<file path="src/rtl/awd_pkg.sv">
package awd_pkg;

    typedef enum logic [1:0] {
        FLD_BASE = 2'd0,
        FLD_MASK = 2'd1,
        FLD_XLAT = 2'd2,
        FLD_CTRL = 2'd3
    } cfg_field_e;

    localparam int unsigned CTRL_IO_BIT  = 0;
    localparam int unsigned CTRL_XEN_BIT = 1;

    // latency code -> number of clock edges until the result is published
    function automatic logic [1:0] lat_edges(input logic [1:0] mode);
        case (mode)
            2'd0:    return 2'd1;
            2'd1:    return 2'd2;
            default: return 2'd3;
        endcase
    endfunction

endpackage

</file>
<file path="src/rtl/awd_regs.sv">
module awd_regs
    import awd_pkg::*;
#(
    parameter int NUM_WIN  = 4,
    parameter int DEC_BITS = 24,
    parameter int IDX_W    = 2
) (
    input  logic                               clk,
    input  logic                               rst_n,
    input  logic                               we,
    input  logic [IDX_W-1:0]                   win,
    input  logic [1:0]                         field,
    input  logic [DEC_BITS-1:0]                wdata,
    output logic [NUM_WIN-1:0][DEC_BITS-1:0]   base_o,
    output logic [NUM_WIN-1:0][DEC_BITS-1:0]   mask_o,
    output logic [NUM_WIN-1:0][DEC_BITS-1:0]   xlat_o,
    output logic [NUM_WIN-1:0]                 io_o,
    output logic [NUM_WIN-1:0]                 xen_o
);

    typedef struct packed {
        logic [NUM_WIN-1:0][DEC_BITS-1:0] base;
        logic [NUM_WIN-1:0][DEC_BITS-1:0] mask;
        logic [NUM_WIN-1:0][DEC_BITS-1:0] xlat;
        logic [NUM_WIN-1:0]               io;
        logic [NUM_WIN-1:0]               xen;
    } regs_t;

    regs_t r_d, r_q;

    function automatic regs_t defaults();
        regs_t v;
        for (int i = 0; i < NUM_WIN; i++) begin
            v.base[i] = DEC_BITS'(i) << (DEC_BITS - 2);
            v.xlat[i] = '0;
            v.xen[i]  = 1'b0;
            v.io[i]   = (i == 1);
            if (i == 1)
                v.mask[i] = '1;
            else if (i == 0 || i == 2)
                v.mask[i] = {{(DEC_BITS-4){1'b1}}, 4'h0};
            else
                v.mask[i] = '0;
        end
        return v;
    endfunction

    always_comb begin
        r_d = r_q;
        if (we && (int'(win) < NUM_WIN)) begin
            case (cfg_field_e'(field))
                FLD_BASE: r_d.base[win] = wdata;
                FLD_MASK: r_d.mask[win] = wdata;
                FLD_XLAT: r_d.xlat[win] = wdata;
                FLD_CTRL: begin
                    r_d.io[win]  = wdata[CTRL_IO_BIT];
                    r_d.xen[win] = wdata[CTRL_XEN_BIT];
                end
                default: ;
            endcase
        end
    end

    always_ff @(posedge clk) begin
        if (!rst_n) r_q <= defaults();
        else        r_q <= r_d;
    end

    assign base_o = r_q.base;
    assign mask_o = r_q.mask;
    assign xlat_o = r_q.xlat;
    assign io_o   = r_q.io;
    assign xen_o  = r_q.xen;

endmodule

</file>
<file path="src/rtl/awd_match.sv">
module awd_match #(
    parameter int NUM_WIN   = 4,
    parameter int DEC_BITS  = 24,
    parameter int IDX_W     = 2,
    parameter bit XLAT_IMPL = 1'b1
) (
    input  logic [DEC_BITS-1:0]               addr_hi,
    input  logic                              acc_io,
    input  logic [NUM_WIN-1:0][DEC_BITS-1:0]  base,
    input  logic [NUM_WIN-1:0][DEC_BITS-1:0]  mask,
    input  logic [NUM_WIN-1:0][DEC_BITS-1:0]  xlat,
    input  logic [NUM_WIN-1:0]                io_sp,
    input  logic [NUM_WIN-1:0]                xen,
    output logic                              hit,
    output logic [NUM_WIN-1:0]                oh,
    output logic [IDX_W-1:0]                  idx,
    output logic [DEC_BITS-1:0]               out_hi
);

    logic [NUM_WIN-1:0] raw;

    for (genvar g = 0; g < NUM_WIN; g++) begin : g_win
        assign raw[g] = (|mask[g])
                     && (((addr_hi ^ base[g]) & mask[g]) == '0)
                     && (acc_io == io_sp[g]);
    end

    // isolate lowest set bit: lowest-numbered window wins
    assign oh  = raw & (~raw + NUM_WIN'(1));
    assign hit = |raw;

    always_comb begin
        idx = '0;
        for (int i = 0; i < NUM_WIN; i++)
            if (oh[i]) idx = IDX_W'(i);
    end

    if (XLAT_IMPL) begin : g_xlat
        always_comb begin
            out_hi = addr_hi;
            for (int i = 0; i < NUM_WIN; i++)
                if (oh[i] && xen[i])
                    out_hi = (addr_hi & ~mask[i]) | (xlat[i] & mask[i]);
        end
    end else begin : g_pass
        assign out_hi = addr_hi;
    end

endmodule

</file>
<file path="src/rtl/addr_window_decoder.sv">
module addr_window_decoder
    import awd_pkg::*;
#(
    parameter int ADDR_W    = 32,
    parameter int DEC_BITS  = 24,
    parameter int NUM_WIN   = 4,
    parameter bit XLAT_IMPL = 1'b1,
    localparam int IDX_W    = (NUM_WIN > 1) ? $clog2(NUM_WIN) : 1,
    localparam int LOW_W    = ADDR_W - DEC_BITS
) (
    input  logic                clk,
    input  logic                rst_n,
    input  logic                cfg_we,
    input  logic [IDX_W-1:0]    cfg_win,
    input  logic [1:0]          cfg_field,
    input  logic [DEC_BITS-1:0] cfg_wdata,
    input  logic                acc_start,
    input  logic [ADDR_W-1:0]   acc_addr,
    input  logic                acc_io,
    input  logic [1:0]          lat_mode,
    output logic                dec_valid,
    output logic                dec_hit,
    output logic [NUM_WIN-1:0]  win_oh,
    output logic [IDX_W-1:0]    win_idx,
    output logic [ADDR_W-1:0]   out_addr
);

    typedef struct packed {
        logic               hit;
        logic [NUM_WIN-1:0] oh;
        logic [IDX_W-1:0]   idx;
        logic [ADDR_W-1:0]  addr;
    } result_t;

    typedef struct packed {
        logic       busy;
        logic [1:0] cnt;
        result_t    pend;
        logic       valid;
        result_t    res;
    } state_t;

    state_t st_d, st_q;

    logic [NUM_WIN-1:0][DEC_BITS-1:0] w_base, w_mask, w_xlat;
    logic [NUM_WIN-1:0]               w_io, w_xen;
    logic                             m_hit;
    logic [NUM_WIN-1:0]               m_oh;
    logic [IDX_W-1:0]                 m_idx;
    logic [DEC_BITS-1:0]              m_hi;

    awd_regs #(.NUM_WIN(NUM_WIN), .DEC_BITS(DEC_BITS), .IDX_W(IDX_W)) i_regs (
        .clk   (clk),
        .rst_n (rst_n),
        .we    (cfg_we),
        .win   (cfg_win),
        .field (cfg_field),
        .wdata (cfg_wdata),
        .base_o(w_base),
        .mask_o(w_mask),
        .xlat_o(w_xlat),
        .io_o  (w_io),
        .xen_o (w_xen)
    );

    awd_match #(.NUM_WIN(NUM_WIN), .DEC_BITS(DEC_BITS), .IDX_W(IDX_W),
                .XLAT_IMPL(XLAT_IMPL)) i_match (
        .addr_hi(acc_addr[ADDR_W-1 -: DEC_BITS]),
        .acc_io (acc_io),
        .base   (w_base),
        .mask   (w_mask),
        .xlat   (w_xlat),
        .io_sp  (w_io),
        .xen    (w_xen),
        .hit    (m_hit),
        .oh     (m_oh),
        .idx    (m_idx),
        .out_hi (m_hi)
    );

    always_comb begin
        result_t now;
        logic [1:0] edges;
        now.hit  = m_hit;
        now.oh   = m_oh;
        now.idx  = m_idx;
        now.addr = {m_hi, acc_addr[LOW_W-1:0]};
        edges    = lat_edges(lat_mode);

        st_d       = st_q;
        st_d.valid = 1'b0;
        if (st_q.busy) begin
            st_d.cnt = st_q.cnt - 2'd1;
            if (st_q.cnt == 2'd1) begin
                st_d.busy  = 1'b0;
                st_d.valid = 1'b1;
                st_d.res   = st_q.pend;
            end
        end else if (acc_start) begin
            if (edges == 2'd1) begin
                st_d.valid = 1'b1;
                st_d.res   = now;
            end else begin
                st_d.busy = 1'b1;
                st_d.cnt  = edges - 2'd1;
                st_d.pend = now;
            end
        end
    end

    always_ff @(posedge clk) begin
        if (!rst_n) st_q <= '0;
        else        st_q <= st_d;
    end

    assign dec_valid = st_q.valid;
    assign dec_hit   = st_q.res.hit;
    assign win_oh    = st_q.res.oh;
    assign win_idx   = st_q.res.idx;
    assign out_addr  = st_q.res.addr;

endmodule

</file>
<file path="config.mk">
export PLATFORM = sky130hd
export DESIGN_NAME = addr_window_decoder
export DESIGN_NICKNAME = d
export VERILOG_FILES = /design/src/rtl/awd_pkg.sv /design/src/rtl/awd_regs.sv /design/src/rtl/awd_match.sv /design/src/rtl/addr_window_decoder.sv
export SDC_FILE = /design/constraint.sdc
export NUM_CORES = 1
export LEC_CHECK = 0
export ABC_AREA = 0
export BUFFER_PORTS_ARGS = -buffer_cell sky130_fd_sc_hd__buf_2
export CAP_MARGIN = 25
export CELL_PAD_IN_SITES_DETAIL_PLACEMENT = 1
export CELL_PAD_IN_SITES_GLOBAL_PLACEMENT = 1
export CORE_ASPECT_RATIO = 1.2
export CORE_UTILIZATION = 50
export CTS_CLUSTER_SIZE = 12
export DETAILED_ROUTE_END_ITERATION = 10
export PLACE_DENSITY = 0.94
export SETUP_SLACK_MARGIN = 0.5
export SKIP_LAST_GASP = 1
export SLEW_MARGIN = 20
export SYNTH_ARGS = -nofsm -noshare
export SYNTH_HDL_FRONTEND = slang
export SYNTH_SLANG_ARGS = --single-unit
</file>
<file path="constraint.sdc">
create_clock -name clk -period 5 [get_ports clk]
set_input_delay 0.75 -clock clk [delete_from_list [all_inputs] [get_ports clk]]
set_output_delay 0.75 -clock clk [all_outputs]
set_load 0.005 [all_outputs]
</file>
; Word level (Yosys, flattened, before mapping)
; Index checks and enable logic that the tools add are counted.
[totals]
reg_bits = 378
in_bits = 67
[classes]
add_sub_neg = 3
order_cmp = 2
n_eq_ne = 12
n_mux = 24
n_bitwise = 28
n_reduce_logical = 33
[op_table]
columns = operator, count
row1 = AND 24 bit, 12
row2 = bitwise mux 96 bit, 3
row3 = 2-to-1 mux 24 bit, 5
row4 = 2-to-1 mux 40 bit, 3
row5 = zero test 24 bit, 4
row6 = inverter 24 bit, 4
row7 = OR 24 bit, 4
row8 = OR reduction 24 bit, 4
row9 = bitwise XOR 24 bit, 4
row10 = 2-to-1 mux 82 bit, 1
row11 = demux 24 bit (select 2 bit), 1
row12 = 2-to-1 mux 42 bit, 1
row13 = logical AND 1 bit, 13
row14 = AND reduction 2 bit, 5
row15 = bitwise mux 4 bit, 2
row16 = "equality test 2 x 1 -> 1 bit, second input constant", 4
row17 = AND reduction 3 bit, 2
row18 = "adder 4 x 1 -> 4 bit, second input constant", 1
row19 = AND 4 bit, 1
row20 = equality test 1 bit, 4
row21 = "equality test 2 bit, second input constant", 2
row22 = zero test 2 bit, 2
row23 = 2-to-1 mux 2 bit, 2
row24 = inverter 4 bit, 1
row25 = 12 further kinds, 17

; Logic depth before layout (Yosys ltp)
; Gate-level depths: netlist of the first run.
[logic_depth]
ltp_word = 16
ltp_mapped = 12

; Modules after synthesis
; A second synthesis of the first run with hierarchy kept.
[hier_totals]
hier_cells = 1977
area_unflattened_um2 = 18621.6
[modules_own_cells]
columns = module, instances, cells_per_inst, area_each_um2, seq_area_each_um2
row1 = awd_regs, 1, 1067, 10805.4, 5925.7
row2 = awd_match, 1, 539, 4289.1, 0.0
row3 = addr_window_decoder, 1, 371, 3527.1, 1641.6

; Worst setup path after synthesis of the first run
; Ideal clock, no wire load.
[synth_path]
path_type = input port to flip-flop
from = in acc_addr[31]
to = reg st_q[55] (netlist bit)
t_arrival_ns = 3.092
required_ns = 4.883
slack_ns = 1.791
stages = 11
n_path_buf = 3
path_cell_list = buf_2 > xor2_1 > a22o_4 > or4_4 > or3_4 > o211a_1 > buf_6 > buf_6 > mux2i_1 > a21o_1 > a32o_1
[synth_between]
elab_chain_cells = 13
[synth_rtl]
columns = element, line
row1 = start: declaration, addr_window_decoder.sv:18  ; input logic [ADDR_W-1:0] acc_addr,
row2 = bitwise XOR 24 bit, awd_match.sv:24  ; && (((addr_hi ^ base[g]) & mask[g]) == '0)
row3 = AND 24 bit, awd_match.sv:24
row4 = zero test 24 bit, awd_match.sv:24
row5 = logical AND 1 bit, awd_match.sv:24
row6 = logical AND 1 bit, awd_match.sv:25  ; && (acc_io == io_sp[g]);
row7 = inverter 4 bit, awd_match.sv:29  ; assign oh = raw & (~raw + NUM_WIN'(1));
row8 = adder 4 x 1 -> 4 bit, awd_match.sv:29
row9 = AND 4 bit (*), awd_match.sv:29
row10 = logical AND 1 bit, awd_match.sv:42  ; if (oh[i] && xen[i])
row11 = 2-to-1 mux 24 bit (3 in series), awd_match.sv:42
row12 = 2-to-1 mux 24 bit (*), awd_match.sv:42
row13 = end signal: assignment, addr_window_decoder.sv:113  ; else st_q <= st_d;
row14 = end: declaration, addr_window_decoder.sv:43  ; state_t st_d, st_q;
; Mark *: on every way between the ends. The rest lies on a longest branch, timed or not.
; A chain may end at the register's enable or synchronous reset.

; Final worst setup path of the first run
[layout_path]
from = in acc_addr[27]
to = reg st_q (netlist bit out_addr[15])
[layout_between]
elab_chain_cells = 16
[layout_rtl]
columns = element, line
row1 = bitwise XOR 24 bit, awd_match.sv:24
row2 = AND 24 bit, awd_match.sv:24
row3 = zero test 24 bit, awd_match.sv:24
row4 = logical AND 1 bit, awd_match.sv:24
row5 = logical AND 1 bit, awd_match.sv:25
row6 = inverter 4 bit, awd_match.sv:29
row7 = adder 4 x 1 -> 4 bit, awd_match.sv:29
row8 = AND 4 bit (*), awd_match.sv:29
row9 = logical AND 1 bit, awd_match.sv:42
row10 = 2-to-1 mux 24 bit (3 in series), awd_match.sv:42
row11 = 2-to-1 mux 24 bit (*), awd_match.sv:42
row12 = 2-to-1 mux 40 bit (*), addr_window_decoder.sv:100  ; if (edges == 2'd1) begin
row13 = 2-to-1 mux 82 bit (*), addr_window_decoder.sv:99  ; end else if (acc_start) begin
row14 = 2-to-1 mux 40 bit (*), addr_window_decoder.sv:92  ; if (st_q.busy) begin
; Mark *: on every way between the ends. The rest lies on a longest branch, timed or not. The select of a mux whose other input is x is not followed.

==> metrics, run 1 <==
slew margin rel. 13.7%; fin. max-slew vios 0; cell row count 78; Worst-Skew Late Latency 0.56 ns; Root Driver clkbuf_16; final instance area 0.0212 mm²; via count 20200; clk sink count 378; clk buf depth 3; global-route wire length before repair 125 mm; critical path type in -> reg; Max Cap Viol 0; setup ws final 0.796 ns; EDFF count, synth 0; drt wl/cell 29.9 µm; Mapped Avg Cell Area 7.99 µm²; Post-Synthesis Cells 2422; Die Height 217 µm; async set-reset flop share out of synthesis 0%; DRC violations left 0; Final min period 4.20 ns; Pwr Density 333 mW/mm²; WP data required 5.42 ns; initial core utilization 51.0%; Final #Nets 2433; GRT overflow 0; WHS 0.449 ns; share of cells above drive strength 1 10.5%; Die X 182 µm; # setup viols final 0; GRT Total Usage 41.3%; top-count cell post-synth nand2_1; H-tree depth 2; CP max FO 24; R2R setup slack 0.94 ns; Startpoint Class input pin; largest net degree at the start of global routing 151; Worst Skew 0.0240 ns; CTS Buf Count 41; leak pwr 8.34 nW; Synth cell types 48; top_reg_cell synth dfxtp_1; post-cts sizing count 0; Critical Path AT 4.62 ns; Port Buffers 106; top cells by area, synth dfxtp_1, nand2_1, a21boi_0; #FFs+latches synth 378; post-synthesis sequential area ratio 39.1%; drt pass-1 iters 8; Crit. End Element register; gpl congestion 1.04; final wirelength 85.9 mm; DP HPWL 52.2 mm; Post-synth top cells nand2_1, dfxtp_1, a21boi_0; IO Pins 107; Period Utilization, post-route 84.1%; core area 0.0380 mm²; VDD IR max 247 µV; die area 0.0395 mm²; Fin Setup TNS 0 ns; Setup WS pre-CTS 0.833 ns; Clk pin slew, worst setup/hold paths 0.06 ns; Area after DPL 0.0197 mm²; # Post-CTS Setup Buffers 0; actual slew at the worst max-slew pin 1.28 ns; ANT nets after route 0; Synth area leader dfxtp_1; clock tree from TritonCTS yes; fmax 0.238 GHz; Hold Path Class in -> reg; hold-fix buffers at CTS 0; Ys Warns 0; Via density 7.01; Starting DRT DRC Count 2488; Area growth, synth to finish 9.48%; area fraction of the dominant cell type after synthesis 39.1%; vias in the first global route 20800; Hold Vio Cnt, Final 0; antenna violations before repair 5; Syn Nets 2490; # fillers 4511; RSZ-0062 raised after global routing no; run status finished, final reports clean; synthesized cell area 0.0193 mm²
## placed cells by master, fill, tap and decap left out, types with 3 or more instances in the layout
cell	count
clkbuf_16	43
buf_8	6
clkbuf_1	8
nand4_1	40
mux2i_1	93
a21o_1	25
a21oi_1	30
clkbuf_8	11
mux2_2	24
nor3b_1	26
nor2b_1	5
dfxtp_1	378
nor4_1	51
nor3_1	3
buf_4	35
nand3_1	100
a22oi_1	101
nand2_1	727
xor2_1	99
buf_2	105
a21boi_0	253
a22o_1	4
and2_1	8
or4_1	3
a32o_1	24
nor2_1	20
a222oi_1	6
and4_1	3
nor3_2	4
bufinv_16	3
nand2b_1	4
a211oi_1	26
o21ai_0	69
o2bb2ai_1	24
clkinv_2	4
## layer usage
| layer | vias up | part of all wire (%) | GRT usage (%) |
|---|---|---|---|
| met2 | 1525 | 45 | 67.0 |
| met3 | 589 | 12 | 12.5 |
| li1 | 8248 | - | - |
| met1 | 9791 | 34 | 45.8 |
| met4 | 4 | 8.8 | 30.6 |
| met5 | - | 0.041 | 0 |
## state kept, by name, indices dropped and copies added, names as in the netlist
register	count
i_regs.base_o	96
dec_hit	1
win_idx	2
dec_valid	1
win_oh	4
i_regs.xlat_o	96
i_regs.io_o	4
st_q	42
out_addr	32
i_regs.xen_o	4
i_regs.mask_o	96
## stage by stage
step / instances / utilization, % / total power, W
after floorplan: 2422 / - / 0.00360
after global routing: 2873 / 55.8 / 0.00716
after detailed placement: 2797 / 51.9 / 0.00384
after global placement: 2794 / 51.8 / 0.00381
after CTS: 2867 / 55.5 / 0.00696
final: 2874 / 55.8 / 0.00705
## cells by family after synthesis
kind of cell    count (synthesis)  share of synthesized area (%)
xor+xnor                      100                           4.57
compound gates                569                           21.4
simple gates                 1005                           22.5
fa+ha+maj                       1                         0.0647
flops                         378                           39.1
buf+inv                       252                           6.09
mux                           117                           6.21
## path summary, 6_finish.rpt
| check | startpoint | to | cells past startpoint |
|---|---|---|---|
| min | acc_addr[1] | st_q[41] | 3 |
| min reg2reg | out_addr[3] | out_addr[3] | 2 |
| max reg2reg | i_regs.io_o[0] | out_addr[15] | 8 |
| max | acc_addr[27] | out_addr[15] | 9 |
## worst max-delay path, cell delays in order
cell and delay [ns]:
buf_2 0.32, xor2_1 0.13, a22oi_1 0.66, nand4_1 0.18, or4_1 0.70, nor4_4 0.53
nand2_1 0.73, o21ai_0 0.49, nor3b_1 0.10
## power by group
| group | internal, W | total (W) | switching (W) | leakage [nW] |
|---|---|---|---|---|
| logic | 0.000214 | 0.000710 | 0.000497 | 4.60 |
| clock network | 0.00188 | 0.00319 | 0.00131 | 0.681 |
| registers | 0.00308 | 0.00314 | 0.0000673 | 3.06 |
## layout make-up
| type | instances | area, µm² | area share [%] |
|---|---|---|---|
| Sequential cell | 378 | 7570 | 35.7 |
| Tap cell | 480 | 601 | 2.84 |
| Clock buffer | 62 | 1260 | 5.94 |
| Multi-Input combinational cell | 1792 | 10700 | 50.3 |
| Inverter | 2 | 7.51 | 0.0354 |
| Antenna cell | 2 | 5.00 | 0.0236 |
| Clock inverter | 8 | 119 | 0.561 |
| Timing Repair Buffer | 150 | 965 | 4.56 |
Power figures use the tool's default switching activity.
==> run 2: changes to the inputs <==
--- a/config.mk
+++ b/config.mk
@@ -11,10 +11,10 @@
 export CELL_PAD_IN_SITES_DETAIL_PLACEMENT = 1
 export CELL_PAD_IN_SITES_GLOBAL_PLACEMENT = 1
 export CORE_ASPECT_RATIO = 1.2
-export CORE_UTILIZATION = 50
+export CORE_UTILIZATION = 46
 export CTS_CLUSTER_SIZE = 12
 export DETAILED_ROUTE_END_ITERATION = 10
-export PLACE_DENSITY = 0.94
+export PLACE_DENSITY = 0.88
 export SETUP_SLACK_MARGIN = 0.5
 export SKIP_LAST_GASP = 1
 export SLEW_MARGIN = 20
==> constraint.sdc (replaced) <==
create_clock -name clk -period 4.21 [get_ports clk]
set_input_delay 0.6315 -clock clk [delete_from_list [all_inputs] [get_ports clk]]
set_output_delay 0.6315 -clock clk [all_outputs]
set_load 0.005 [all_outputs]
==> metrics, run 2 (same netlist as run 1, synthesis figures left out) <==
# Post-CTS Setup Buffers 0; Startpoint Class register; Area after DPL 0.0199 mm²; Hold Path Class in -> reg; Root Driver clkbuf_16; Hold Crit Start acc_addr[5]; WP data required 4.69 ns; actual slew at the worst max-slew pin 1.40 ns; die area 0.0429 mm²; # setup viols final 0; ANT nets after route 0; final instance area 0.0213 mm²; CP max-delay cell nor4_1; drt wl/cell 27.0 µm; commonest non-fill, non-tap cell in the layout nand2_1; largest net degree at the start of global routing 284; hold-fix buffers at CTS 0; fin. max-slew vios 0; run status finished, final reports clean; GRT overflow 0; most frequent cells in the layout nand2_1, dfxtp_1, a21boi_0; fmax 0.304 GHz; share of cells above drive strength 1 10.7%; critical path cell sequence xor2_1, a222oi_1, o21ai_0, nor4_1, o211a_1, buf_4, mux2i_1, a211oi_1, nor3b_1; Pwr Density 389 mW/mm²; Die Height 227 µm; initial core utilization 47.0%; VDD IR max 247 µV; DP HPWL 55.0 mm; clk sink count 378; via count 18900; H-tree depth 2; clock tree from TritonCTS yes; cell row count 81; Fin Setup TNS 0 ns; Starting DRT DRC Count 1822; Port Buffers 106; core area 0.0411 mm²; CTS Buf Count 42; Final min period 3.28 ns; Max Cap Viol 0; crit-path max cell delay 0.60 ns; IO Pins 107; drt pass-1 iters 5; Crit. End Element register; vias in the first global route 19200; clk buf depth 3; DRC violations left 0; Worst-Skew Late Latency 0.57 ns; GRT Total Usage 36.9%; crit path from i_regs.base_o[35]; Hold Vio Cnt, Final 0; R2R setup slack 0.93 ns; Final #Nets 2440; post-cts sizing count 0; gpl congestion 0.958; n_diodes 0; Via density 6.43; Period Utilization, post-route 78.0%; Area growth, synth to finish 10.1%; CP max FO 23; r2r startpoint i_regs.base_o[35]; Critical Path AT 3.77 ns; Die X 189 µm; critical path type reg -> reg; global-route wire length before repair 119 mm; antenna violations before repair 1; RSZ-0062 raised after global routing no; leak pwr 8.36 nW; Clk pin slew, worst setup/hold paths 0.06 ns; final wirelength 79.4 mm; Worst Skew 0.0178 ns; slew margin rel. 6.81%
-- run 2: changes by cell type in the layout (fill, tap and decap cells not counted), moves of 2 or more --
| cell | delta |
|---|---|
| buf_12 | +2 |
| buf_4 | +4 |
| buf_8 | +2 |
| clkbuf_1 | +2 |
| clkbuf_16 | +2 |
| clkbuf_8 | -5 |
| clkinv_2 | +3 |
| diode_2 | -2 |
-- run 2: power breakdown --
group,switching [W],total (W),internal (W)
logic,0.000546,0.000805,0.000258
clock network,0.00157,0.00374,0.00217
registers,0.0000772,0.00373,0.00365
-- run 2: final timing paths --
path / endpoint / depth (start not counted)
setup / recovery: out_addr[15] / 9
hold / removal: st_q[45] / 3
setup reg to reg: out_addr[15] / 9
hold reg to reg: i_regs.xlat_o[49] / 2
-- run 2: routing by layer --
metal | GRT usage [%] | share of wire (%) | vias to the layer above
met2 | 62.4 | 48 | 904
met4 | 21.1 | 6.0 | 2
li1 | - | - | 8258
met1 | 44.6 | 39 | 9493
met3 | 5.42 | 7.2 | 253
met5 | 0 | 0.020 | -
-- run 2: cell type report --
type,instances,area [µm²]
Fill cell,4986,19900
Multi-Input combinational cell,1792,10700
Sequential cell,378,7570
Clock buffer,61,1250
Timing Repair Buffer,156,1030
Tap cell,539,674
Clock inverter,11,114
Inverter,2,7.51
-- run 2: worst max-delay path: cells and delay by family (launching register included) --
| family | cells | cell delay [ns] |
|---|---|---|
| AO/OA/AOI/OAI | 4 | 0.96 |
| AND/OR/NAND/NOR | 2 | 0.82 |
| buffers and inverters | 1 | 0.44 |
| multiplexers | 1 | 0.37 |
| flip-flops | 1 | 0.33 |
| XOR/XNOR | 1 | 0.23 |
-- run 2: stage by stage --
step	total power [W]	setup slack (ns)	std cells	util, %	hold slack, ns
2_1_floorplan	0.00427	1.12	2422	-	0.440
3_5_place_dp	0.00458	0.460	2866	48.4	0.459
4_1_cts	0.00827	0.999	2938	51.7	0.327
3_3_place_gp	0.00455	0.486	2859	48.1	0.446
6_report	0.00828	0.925	2939	51.7	0.335
5_1_grt	0.00848	0.798	2939	51.7	0.339
==> run 3: changes to the inputs <==
==> constraint.sdc (replaced) <==
create_clock -name clk -period 3.1 [get_ports clk]
set_input_delay 0.465 -clock clk [delete_from_list [all_inputs] [get_ports clk]]
set_output_delay 0.465 -clock clk [all_outputs]
set_load 0.005 [all_outputs]
==> metrics, run 3 (same netlist as run 1, synthesis figures left out) <==
R2R setup slack 0.12 ns; final instance area 0.0228 mm²; fmax 0.335 GHz; vias in the first global route 20100; initial core utilization 47.0%; Via density 6.52; CP max-delay cell or4_4; cell row count 81; Final min period 2.98 ns; r2r startpoint i_regs.base_o[74]; GRT Total Usage 37.6%; ANT nets after route 0; crit-path max cell delay 0.54 ns; Area after DPL 0.0206 mm²; Starting DRT DRC Count 1855; most frequent cells in the layout nand2_1, dfxtp_1, a21boi_0; leak pwr 9.05 nW; drt wl/cell 28.4 µm; RSZ-0062 raised after global routing yes; gpl congestion 0.993; Worst Skew 0.0212 ns; VDD IR max 593 µV; hold-fix buffers at CTS 0; global-route wire length before repair 122 mm; GRT overflow 0; Root Driver clkbuf_16; Critical Path AT 3.43 ns; Startpoint Class register; DP HPWL 55.6 mm; Area growth, synth to finish 17.8%; Pwr Density 502 mW/mm²; Clk pin slew, worst setup/hold paths 0.06 ns; critical path type reg -> reg; Worst-Skew Late Latency 0.57 ns; Hold Crit Start acc_addr[2]; Die Height 227 µm; DRC violations left 0; die area 0.0429 mm²; fin. max-slew vios 0; Hold Vio Cnt, Final 0; Period Utilization, post-route 96.3%; final wirelength 86.4 mm; drt pass-1 iters 6; CTS Buf Count 41; n_diodes 0; critical path cell sequence xor2_1, a22oi_2, nand4_1, or4_4, nor4_4, and2_4, clkbuf_16, a21oi_1, a32o_1; r2r endpoint st_q[57]; Port Buffers 106; clock tree from TritonCTS yes; CP max FO 7; via count 19800; # fillers 4840; commonest non-fill, non-tap cell in the layout nand2_1; reg2reg path depth 9; Final Non-Filler Cells 3037; WHS 0.167 ns; IO Pins 107; Buf/Inv on CP 1; # setup viols final 0; Max Cap Viol 0; Die X 189 µm; antenna violations before repair 0; Cells on Worst Hold Path 3; Final #Nets 2540; slew margin rel. 29.6%; WP data required 3.54 ns; core area 0.0411 mm²; run status finished, final reports clean; share of cells above drive strength 1 17.6%; Cells after DPL 2949; clk sink count 378; H-tree depth 2; actual slew at the worst max-slew pin 1.05 ns; Crit. End Element register; WHS Endpoint st_q[42]; Hold Path Class in -> reg; largest net degree at the start of global routing 102; clk buf depth 3; Top delay family on crit path simple AND/OR/NAND/NOR gates
==> run 3: changes by cell type in the layout (fill, tap and decap cells not counted), sizes merged <==
cell / change
buf: +94
clkinvlp: -1
clkbuf: +4
clkinv: -1
bufinv: +2
==> run 3: repair_timing <==
action | in CTS | in global routing
cloned | 2 | 10
pin swaps | 23 | 26
setup endpoints to repair | 56 | 56
setup buffers | 1 | 5
gates resized for setup | 45 | 68
==> run 3: per-stage QoR <==
step / utilization (%) / setup WS [ns] / TNS (ns) / total power (W)
final: 55.4 / 0.115 / 0 / 0.0114
after global routing: 55.4 / 0.105 / 0 / 0.0117
after floorplan: - / 0.214 / 0 / 0.00581
after detailed placement: 50.1 / -0.0549 / -0.843 / 0.00628
after global placement: 50.1 / 0.0196 / 0 / 0.00624
after CTS: 54.0 / 0.310 / 0 / 0.0113
==> run 3: area by class of cell <==
type / count / area [µm²] / area share [%]
Inverter: 2 / 7.51 / 0.0329
Sequential cell: 378 / 7570 / 33.2
Tap cell: 539 / 674 / 2.96
Multi-Input combinational cell: 1792 / 11200 / 49.0
Timing Repair Buffer: 257 / 2030 / 8.90
Clock buffer: 58 / 1180 / 5.19
Clock inverter: 11 / 159 / 0.697
==> run 3: where the power goes <==
part	switching [W]	internal, W
Sequential	0.000100	0.00496
Combinational	0.000830	0.000448
Clock	0.00213	0.00298
Total	0.00306	0.00839
==> run 3: worst max-delay path by stage <==
stage                      startpoint  endpoint  slack [ns]  depth (start not counted)
CTS                  i_regs.base_o[9]  st_q[54]        0.31                          9
detailed placement       acc_addr[17]  st_q[53]       -0.05                         11
global route        i_regs.base_o[93]  st_q[60]        0.10                          9
floorplan                acc_addr[17]  st_q[55]        0.21                         11
global placement         acc_addr[17]  st_q[60]        0.02                         10
finish              i_regs.base_o[74]  st_q[57]        0.12                          9
==> run 3: routing by layer <==
metal / up-vias / track usage, % / routed length [µm]
li1: 8452 / - / -
met1: 9758 / 44.1 / 31000
met2: 1184 / 63.2 / 40500
met3: 406 / 7.06 / 8060
met4: 0 / 24.0 / 6830
met5: - / 0 / 0
==> run 3: tightest hold or removal path: stages <==
cell	delay (ns)
buf_2	0.11
nand2_1	0.05
a21boi_0	0.07
